===== config.mk =====
export PLATFORM = sky130hd
export DESIGN_NAME = sram_bridge
export DESIGN_NICKNAME = d
export VERILOG_FILES = /design/src/rtl/sbr_pkg.sv /design/src/rtl/sbr_hold.sv /design/src/rtl/sbr_prefetch.sv /design/src/rtl/sbr_engine.sv /design/src/rtl/sram_bridge.sv
export SDC_FILE = /design/constraint.sdc
export NUM_CORES = 1
export LEC_CHECK = 0
export CELL_PAD_IN_SITES_DETAIL_PLACEMENT = 0
export CELL_PAD_IN_SITES_GLOBAL_PLACEMENT = 2
export CORE_ASPECT_RATIO = 1.4
export CORE_MARGIN = 10
export CORE_UTILIZATION = 38
export CTS_BUF_LIST = sky130_fd_sc_hd__clkbuf_2
export CTS_CLUSTER_SIZE = 24
export DETAILED_ROUTE_END_ITERATION = 10
export GPL_TIMING_DRIVEN = 1
export MAX_ROUTING_LAYER = met4
export PLACE_DENSITY = 0.8
export SYNTH_ARGS = -nofsm -noshare
export SYNTH_HDL_FRONTEND = slang
export SYNTH_HIERARCHICAL = 1
export SYNTH_SLANG_ARGS = --single-unit

===== constraint.sdc =====
create_clock -name clk -period 8.5 [get_ports clk]
set_input_delay 1.7 -clock clk [delete_from_list [all_inputs] [get_ports clk]]
set_output_delay 1.7 -clock clk [all_outputs]
set_load 0.02 [all_outputs]

===== src/rtl/sbr_pkg.sv =====
package sbr_pkg;
  typedef enum logic [2:0] {
    ENG_IDLE  = 3'd0,
    ENG_WR_LO = 3'd1,
    ENG_WR_HI = 3'd2,
    ENG_RD_LO = 3'd3,
    ENG_RD_HI = 3'd4
  } eng_state_t;
endpackage


===== src/rtl/sbr_hold.sv =====
// Single posted-write holding register.
module sbr_hold #(
  parameter int WA = 15,
  parameter int DW = 16
) (
  input  logic          clk,
  input  logic          rst,
  input  logic          load,
  input  logic          clear,
  input  logic [WA-1:0] load_addr,
  input  logic [DW-1:0] load_data,
  output logic          valid,
  output logic [WA-1:0] addr,
  output logic [DW-1:0] data
);
  always_ff @(posedge clk) begin
    if (rst) valid <= 1'b0;
    else if (load) valid <= 1'b1;
    else if (clear) valid <= 1'b0;
  end

  always_ff @(posedge clk) begin
    if (load) begin
      addr <= load_addr;
      data <= load_data;
    end
  end
endmodule


===== src/rtl/sbr_prefetch.sv =====
// Tagged one-word prefetch register plus the pending look-ahead address.
module sbr_prefetch #(
  parameter int WA = 15,
  parameter int DW = 16
) (
  input  logic          clk,
  input  logic          rst,
  input  logic          kill,
  input  logic          fill,
  input  logic [WA-1:0] fill_addr,
  input  logic [DW-1:0] fill_data,
  input  logic          arm,
  input  logic [WA-1:0] arm_addr,
  input  logic          launch,
  output logic          valid,
  output logic [WA-1:0] tag,
  output logic [DW-1:0] data,
  output logic          want,
  output logic [WA-1:0] next_addr
);
  always_ff @(posedge clk) begin
    if (rst) valid <= 1'b0;
    else if (kill) valid <= 1'b0;
    else if (fill) valid <= 1'b1;
  end

  always_ff @(posedge clk) begin
    if (fill) begin
      tag  <= fill_addr;
      data <= fill_data;
    end
  end

  always_ff @(posedge clk) begin
    if (rst) want <= 1'b0;
    else if (arm) want <= 1'b1;
    else if (launch) want <= 1'b0;
  end

  always_ff @(posedge clk) begin
    if (arm) next_addr <= arm_addr;
  end
endmodule


===== src/rtl/sbr_engine.sv =====
// Private-bus engine: two byte cycles per word, advancing only while granted.
module sbr_engine
  import sbr_pkg::*;
#(
  parameter int WA = 15,
  parameter int BW = 8
) (
  input  logic            clk,
  input  logic            rst,
  input  logic            gnt,
  input  logic            want_drain,
  input  logic            want_fill,
  input  logic            want_ahead,
  input  logic [WA-1:0]   drain_addr,
  input  logic [2*BW-1:0] drain_data,
  input  logic [WA-1:0]   fill_addr,
  input  logic [WA-1:0]   ahead_addr,
  input  logic [BW-1:0]   mem_rdata,
  output logic [WA:0]     mem_addr,
  output logic [BW-1:0]   mem_wdata,
  output logic            mem_we,
  output logic            mem_oe,
  output eng_state_t      state_o,
  output logic            drain_start,
  output logic            drain_done,
  output logic            rd_start,
  output logic            fill_done,
  output logic [WA-1:0]   fill_tag,
  output logic [2*BW-1:0] fill_word
);
  eng_state_t      state;
  logic [WA-1:0]   cur_addr;
  logic [BW-1:0]   lo_q;
  logic            idle_g;
  logic            hi_phase;

  always_comb begin
    idle_g      = (state == ENG_IDLE) && gnt;
    drain_start = idle_g && want_drain;
    rd_start    = idle_g && !want_drain && (want_fill || want_ahead);
    hi_phase    = (state == ENG_WR_HI) || (state == ENG_RD_HI);
    mem_we      = gnt && ((state == ENG_WR_LO) || (state == ENG_WR_HI));
    mem_oe      = gnt && ((state == ENG_RD_LO) || (state == ENG_RD_HI));
    mem_addr    = {cur_addr, hi_phase};
    mem_wdata   = (state == ENG_WR_HI) ? drain_data[2*BW-1:BW] : drain_data[BW-1:0];
    drain_done  = gnt && (state == ENG_WR_HI);
    fill_done   = gnt && (state == ENG_RD_HI);
    fill_tag    = cur_addr;
    fill_word   = {mem_rdata, lo_q};
    state_o     = state;
  end

  always_ff @(posedge clk) begin
    if (rst) begin
      state <= ENG_IDLE;
    end else if (gnt) begin
      unique case (state)
        ENG_IDLE: begin
          if (drain_start) begin
            state    <= ENG_WR_LO;
            cur_addr <= drain_addr;
          end else if (rd_start) begin
            state    <= ENG_RD_LO;
            cur_addr <= want_fill ? fill_addr : ahead_addr;
          end
        end
        ENG_WR_LO: state <= ENG_WR_HI;
        ENG_WR_HI: state <= ENG_IDLE;
        ENG_RD_LO: begin
          lo_q  <= mem_rdata;
          state <= ENG_RD_HI;
        end
        ENG_RD_HI: state <= ENG_IDLE;
        default:   state <= ENG_IDLE;
      endcase
    end
  end
endmodule


===== src/rtl/sram_bridge.sv =====
// Host-side bridge to a byte-wide private SRAM with posted writes and read prefetch.
module sram_bridge
  import sbr_pkg::*;
#(
  parameter int AW = 16,
  parameter int BW = 8
) (
  input  logic            clk,
  input  logic            rst,
  input  logic            host_sel,
  input  logic            host_refresh,
  input  logic            host_rd,
  input  logic            host_wr,
  input  logic [AW-2:0]   host_waddr,
  input  logic [2*BW-1:0] host_wdata,
  output logic [2*BW-1:0] host_rdata,
  output logic            host_ready,
  output logic            bus_req,
  input  logic            bus_gnt,
  input  logic            priv_other,
  output logic [AW-1:0]   sram_addr,
  output logic [BW-1:0]   sram_wdata,
  input  logic [BW-1:0]   sram_rdata,
  output logic            sram_we,
  output logic            sram_oe
);
  localparam int WA = AW - 1;
  localparam int DW = 2 * BW;

  logic          access, done_q, wr_cyc, rd_cyc, tag_eq, hit;
  logic          wr_take, rd_take, do_fill, do_ahead, eng_busy, kill;
  logic          hold_valid;
  logic [WA-1:0] hold_addr;
  logic [DW-1:0] hold_data;
  logic          pf_valid, pf_want;
  logic [WA-1:0] pf_tag, pf_next;
  logic [DW-1:0] pf_data;
  eng_state_t    eng_state;
  logic          drain_start, drain_done, rd_start, fill_done;
  logic [WA-1:0] fill_tag;
  logic [DW-1:0] fill_word;

  always_comb begin
    access   = host_sel && !host_refresh && (host_rd || host_wr);
    wr_cyc   = access && host_wr && !done_q;
    rd_cyc   = access && !host_wr && host_rd && !done_q;
    tag_eq   = pf_valid && (pf_tag == host_waddr);
    hit      = tag_eq && !hold_valid;
    wr_take  = wr_cyc && !hold_valid;
    rd_take  = rd_cyc && hit;
    do_fill  = rd_cyc && !tag_eq;
    do_ahead = pf_want && !access;
    eng_busy = (eng_state != ENG_IDLE);
    kill     = priv_other || drain_start || (wr_take && tag_eq);
  end

  assign host_ready = !access || done_q || wr_take || rd_take;
  assign bus_req    = hold_valid || do_fill || do_ahead || eng_busy;
  assign host_rdata = pf_data;

  // One acceptance per host cycle; cleared once the strobes drop.
  always_ff @(posedge clk) begin
    if (rst || !access) done_q <= 1'b0;
    else if (wr_take || rd_take) done_q <= 1'b1;
  end

  sbr_hold #(.WA(WA), .DW(DW)) u_hold (
    .clk(clk), .rst(rst), .load(wr_take), .clear(drain_done),
    .load_addr(host_waddr), .load_data(host_wdata),
    .valid(hold_valid), .addr(hold_addr), .data(hold_data)
  );

  sbr_prefetch #(.WA(WA), .DW(DW)) u_pf (
    .clk(clk), .rst(rst), .kill(kill),
    .fill(fill_done), .fill_addr(fill_tag), .fill_data(fill_word),
    .arm(rd_take), .arm_addr(host_waddr + 1'b1), .launch(rd_start),
    .valid(pf_valid), .tag(pf_tag), .data(pf_data),
    .want(pf_want), .next_addr(pf_next)
  );

  sbr_engine #(.WA(WA), .BW(BW)) u_eng (
    .clk(clk), .rst(rst), .gnt(bus_gnt),
    .want_drain(hold_valid), .want_fill(do_fill), .want_ahead(do_ahead),
    .drain_addr(hold_addr), .drain_data(hold_data),
    .fill_addr(host_waddr), .ahead_addr(pf_next),
    .mem_rdata(sram_rdata), .mem_addr(sram_addr), .mem_wdata(sram_wdata),
    .mem_we(sram_we), .mem_oe(sram_oe), .state_o(eng_state),
    .drain_start(drain_start), .drain_done(drain_done),
    .rd_start(rd_start), .fill_done(fill_done),
    .fill_tag(fill_tag), .fill_word(fill_word)
  );
endmodule


==> results of run 1 <==
==> cell families (layout without fill, tap and decap cells) <==
group	after synthesis	count (layout)
other cells	0	1
mux	38	38
xor+xnor	30	30
fa+ha+maj	1	1
buf+inv	35	114
flops	107	107
compound gates	15	15
simple gates	61	61
==> power by group <==
group | internal (uW) | switching [uW]
Combinational | 40.7 | 32.6
Clock | 71.6 | 162
Sequential | 581 | 3.53
Total | 693 | 198
==> Yosys cell counts (all sizes together) <==
library cell  instances  area share (%)
and2                  5            0.68
or4b                  1            0.30
a21oi                 5            0.70
dfxtp                 7             3.0
o21ba                 1            0.22
nand2                 7            0.73
and3                  4            0.54
inv                   4            0.32
nor3b                 3            0.59
o22ai                 1            0.14
nand3                 3            0.32
edfxtp              100              65
ha                    1            0.27
a21o                  1            0.16
nor3                  5            0.54
a211o                 1            0.19
o21ai                 4            0.51
nor2                 10            0.81
nand4                 6            0.81
and4                  3            0.57
nor4                  1            0.14
xor2                  6             1.1
o31ai                 2            0.32
nand2b                7             1.1
xnor2                24             4.5
or2                   1            0.14
or4                   3            0.65
buf                  31             5.0
mux2                 38              10
nor4b                 2            0.70
==> worst max-delay path: stages <==
cell and delay (ns):
clkdlybuf4s50_1 0.58, xnor2_1 0.30, nand4_1 0.14, or4_4 0.54, o31ai_1 0.26, clkdlybuf4s50_1 0.66
==> routing by layer <==
metal / GRT usage [%] / vias to the layer above / wire, um
li1: - / 1192 / -
met1: 12.7 / 1261 / 3750
met2: 20.0 / 55 / 5220
met3: 3.42 / 6 / 510
met4: 4.20 / 0 / 136
met5: - / - / 0
==> cells in the final DEF, fill, tap and decap left out, drive strengths merged, types with 4 or more instances in the layout <==
cell type / synthesis / layout
a21oi: 5 / 5
and2: 5 / 5
and3: 4 / 4
buf: 31 / 4
clkbuf: 0 / 12
clkdlybuf4s50: 0 / 90
dfxtp: 7 / 7
edfxtp: 100 / 100
inv: 4 / 4
mux2: 38 / 38
nand2: 7 / 7
nand2b: 7 / 7
nand4: 6 / 6
nor2: 10 / 10
nor3: 5 / 5
o21ai: 4 / 4
xnor2: 24 / 24
xor2: 6 / 6
==> sequential cells by signal, summed over array words and instances (netlist names), 3 cells and up <==
name            flops
u_eng/lo_q          8
u_hold/data        16
u_hold/addr        15
u_eng/fill_tag     15
u_eng/state_o       3
u_pf/data          16
u_pf/tag           15
u_pf/next_addr     15
==> final cells by class <==
type / instances / area [um^2]
fill: 1056 / 6220
timing repair buffer: 94 / 931
clock buffer: 12 / 60.1
tap: 147 / 184
multi-input combinational: 145 / 1270
inverter: 4 / 15.0
sequential: 107 / 3140
clock inverter: 4 / 51.3
antenna: 1 / 2.50
==> worst min path at each step <==
stage,start,end
finish,u_eng/lo_q[5],u_pf/data[5]
global route,u_eng/lo_q[4],u_pf/data[4]
CTS,u_eng/lo_q[4],u_pf/data[4]
detailed placement,u_eng/lo_q[5],u_pf/data[5]
global placement,u_eng/lo_q[2],u_pf/data[2]
floorplan,u_eng/lo_q[0],u_pf/data[0]
==> through the flow <==
stage	area, um^2	cells	hold slack [ns]
3_3_place_gp	5540	497	0.401
4_1_cts	5650	513	0.462
6_report	5650	514	0.458
3_5_place_dp	5540	497	0.405
5_1_grt	5650	514	0.473
2_1_floorplan	4630	287	0.400
==> flow_summary_export.csv, run 1 <==
group,metric,value,unit
placement,pre_cts_ws,2.55,ns
critical_path,reg2reg_from,"done_q",
floorplan,start_util,39.0,%
logic_synthesis,yosysSeqAreaShare,67.9,%
timing,drv_slew,0,
finish,area_growth,22.1,%
clocking,cts_buffers,9,
logic_synthesis,synth_fa_ha_area_share,0.270,%
logic_synthesis,synth_compound_area_share,2.24,%
route,via_per_inst,4.89,
critical_path,critPathArrivalTime,4.19,ns
logic_synthesis,netlist_area,4630,um^2
critical_path,end_kind,"output pin",
timing,worst_slew_pin_slew,0.980,ns
floorplan,core.rowCount,47,
placement,io_buffers,90,
logic_synthesis,synth.area.mux_share,9.97,%
grt,grt_usage,11.7,%
timing,finalSetupViolations,0,
floorplan,core-area,11900,um^2
timing,period_share,69.3,%
grt,overflow,0,
clocking,cts_resized,0,
floorplan,die_h,151,um
clocking,cts_tree,"yes",
floorplan,die_area,17100,um^2
grt,grt_pass1_vias,2633,
route,ant_nets,0,
timing,max_slew_margin,34.6,%
floorplan,die_x,113,um
logic_synthesis,synth_cell_types,40,
route,drc,0,
critical_path,worstReg2RegEnd,"u_eng/fill_tag[3]",
critical_path,rr_worst_depth,4,
critical_path,crit_fanout,8,
power_and_ir_drop,p_leak,0.00190,uW
logic_synthesis,synthXorXnorAreaFrac,5.67,%
logic_synthesis,synth.net_count,335,
timing,tns,0,ns
outcome,outcome,"finished, final reports clean",
power_and_ir_drop,peakVddDrop,0.0639,mV
finish,utilization,47.6,%
job,max_cap_violations,0,
timing,finalWorstSetupSlack,2.61,ns
clocking,clk_pin_slew_worst_paths,0.26,ns
grt,grt_max_degree,36,
logic_synthesis,synth_simple_gate_area_share,8.62,%
finish,drive_above_1_share,20.5,%
timing,finalHoldViolations,0,
logic_synthesis,syn_area_per_cell,16.1,um^2
logic_synthesis,synth_top_family_by_area,"multiplexers",
clocking,post_cts_buffers,0,
critical_path,startpoint_type,"primary input",
logic_synthesis,synth_seq_cells,107,
critical_path,rrSetupSlack,5.40,ns
clocking,hold_buffers,0,
timing,min_period,5.89,ns
clocking,clockBufferDepth,2,
route,wire_per_inst,18.7,um
critical_path,required,6.80,ns
min_path,min_path_cells,0,
timing,rsz0062_at_grt,"false",
route,drt_iter0_markers,58,
timing,max_freq,170,MHz
critical_path,path_class,"in -> out",
route,via_count,2514,
critical_path,endpoint,"host_ready",
critical_path,cp-startpoint,"host_waddr[2]",
timing,clock_skew,0.0234,ns
grt,antenna_found_initial,1,
logic_synthesis,synthCells,287,
route,dr.pass1.iters,4,
logic_synthesis,yosys_warnings,6,
power_and_ir_drop,pwr_density_cell,158,nW/um^2
route,wirelength,9620,um
grt,grt_pass1_wl,14900,um
clocking,cts-htree-levels,3,
power_and_ir_drop,design_power_total,892,uW
finish,finalNetCount,409,
floorplan,io_pins,91,
placement,place.gp.congestion,0.723,
placement,place_hpwl,6830,um
clocking,cts_root_buffer,"clkbuf_2",
clocking,worstSkewPairLatency,0.56,ns
min_path,hold_path.class,"reg -> reg",
clocking,clock-sinks,107,
(Power assumes the default switching activity.)
==> run 2, diff against run 1 <==
==> constraint.sdc (replaced) <==
create_clock -name clk -period 6.1 [get_ports clk]
set_input_delay 1.22 -clock clk [delete_from_list [all_inputs] [get_ports clk]]
set_output_delay 1.22 -clock clk [all_outputs]
set_load 0.02 [all_outputs]
==> flow_summary_export.csv, run 2 (same netlist as run 1, synthesis figures left out) <==
group,metric,value,unit
power_and_ir_drop,p_leak,0.00190,uW
critical_path,crit_fanout,9,
timing,drv_slew,0,
outcome,outcome,"finished, final reports clean",
clocking,clk_pin_slew_worst_paths,0.26,ns
timing,max_slew_margin,34.2,%
finish,multi_input_area,1270,um^2
power_and_ir_drop,peakVddDrop,0.0731,mV
placement,place_hpwl,6690,um
clocking,post_cts_buffers,0,
finish,final_cell_mix,"edfxtp_1, clkdlybuf4s50_1, mux2_2, xnor2_1, clkbuf_2",
route,ant_nets,0,
floorplan,die_h,151,um
timing,rsz0062_at_grt,"false",
clocking,worstSkewPairLatency,0.57,ns
grt,grt_pass1_wl,14700,um
clocking,cts_resized,0,
route,via_count,2484,
clocking,clockBufferDepth,2,
timing,min_period,4.98,ns
finish,fillers,1068,
floorplan,start_util,39.0,%
critical_path,end_kind,"output pin",
grt,antenna_found_initial,1,
clocking,cts_root_buffer,"clkbuf_2",
timing,clock_skew,0.0468,ns
route,wire_per_inst,18.4,um
critical_path,path_class,"in -> out",
finish,regArea,3140,um^2
finish,finalNetCount,410,
placement,place.gp.congestion,0.728,
clocking,cts-htree-levels,3,
finish,area_growth,21.7,%
clocking,hold_buffers,0,
grt,grt_usage,11.6,%
critical_path,required,4.88,ns
critical_path,rr_worst_depth,7,
floorplan,io_pins,91,
route,via_per_inst,4.82,
min_path,min_path_cells,0,
timing,max_freq,201,MHz
job,max_cap_violations,0,
finish,final_common_cell,"edfxtp_1",
grt,overflow,0,
grt,grt_max_degree,36,
floorplan,die_area,17100,um^2
route,dr.pass1.iters,4,
min_path,hold_path.class,"reg -> reg",
clocking,clock-sinks,107,
critical_path,startpoint_type,"primary input",
critical_path,critPathArrivalTime,3.76,ns
timing,finalSetupViolations,0,
power_and_ir_drop,design_power_total,1200,uW
clocking,cts_buffers,9,
placement,io_buffers,90,
power_and_ir_drop,pwr_density_cell,212,nW/um^2
timing,worst_slew_pin_slew,0.986,ns
timing,tns,0,ns
timing,period_share,81.7,%
route,drc,0,
floorplan,die_x,113,um
clocking,cts_tree,"yes",
route,drt_iter0_markers,80,
finish,reg.largest.list,"u_hold/data x16, u_pf/data x16",
finish,drive_above_1_share,20.2,%
route,wirelength,9500,um
finish,final_area,5640,um^2
grt,grt_pass1_vias,2671,
floorplan,core-area,11900,um^2
timing,finalHoldViolations,0,
floorplan,core.rowCount,47,
placement,place_area,5550,um^2
run 2: cell types whose count changed in the layout (fill, tap and decap cells not counted), sizes merged:
cell | previous run | this run
clkinv | 2 | 4
clkbuf | 12 | 11
buf | 4 | 5
bufinv | 1 | 0
clkinvlp | 1 | 0
inv | 4 | 5
run 2: final timing paths:
kind | startpoint | endpoint | slack, ns
min reg2reg | u_eng/lo_q[4] | u_pf/data[4] | 0.46
min | u_eng/lo_q[4] | u_pf/data[4] | 0.46
max reg2reg | u_pf/tag[13] | u_eng/fill_tag[2] | 3.37
max | host_waddr[7] | host_ready | 1.12
run 2: area by class of cell:
type,instances,area share [%]
clock inverter,5,0.555
clock buffer,11,0.977
sequential,107,55.8
antenna,1,0.0444
tap,147,3.26
multi-input combinational,145,22.5
timing repair buffer,95,16.6
inverter,4,0.266
run 2: metrics by stage:
stage / hold slack, ns / std cells / setup WS, ns / utilization [%]
2_1_floorplan: 0.400 / 287 / 1.22 / -
3_3_place_gp: 0.404 / 498 / 1.17 / 46.7
3_5_place_dp: 0.407 / 498 / 1.10 / 46.7
4_1_cts: 0.470 / 514 / 1.10 / 47.4
5_1_grt: 0.474 / 515 / 1.02 / 47.5
6_report: 0.462 / 515 / 1.12 / 47.5
run 2: power breakdown:
group | internal, uW | switching [uW]
Clock | 57.0 | 222
Combinational | 57.2 | 45.8
Sequential | 809 | 4.80
run 2: metal layers:
layer	vias up	routed length (um)	part of all wire [%]	global-route usage [%]
li1	1188	-	-	-
met1	1228	3900	41	13.1
met2	63	5080	53	19.4
met3	5	423	4.5	2.51
met4	0	95	1.0	5.15
met5	-	0	0	-
run 2: critical path: stages:
cell and delay, ns:
clkdlybuf4s50_1 0.67, xnor2_1 0.16, nand4_1 0.14, or4_4 0.59, o31ai_1 0.29, clkdlybuf4s50_1 0.68
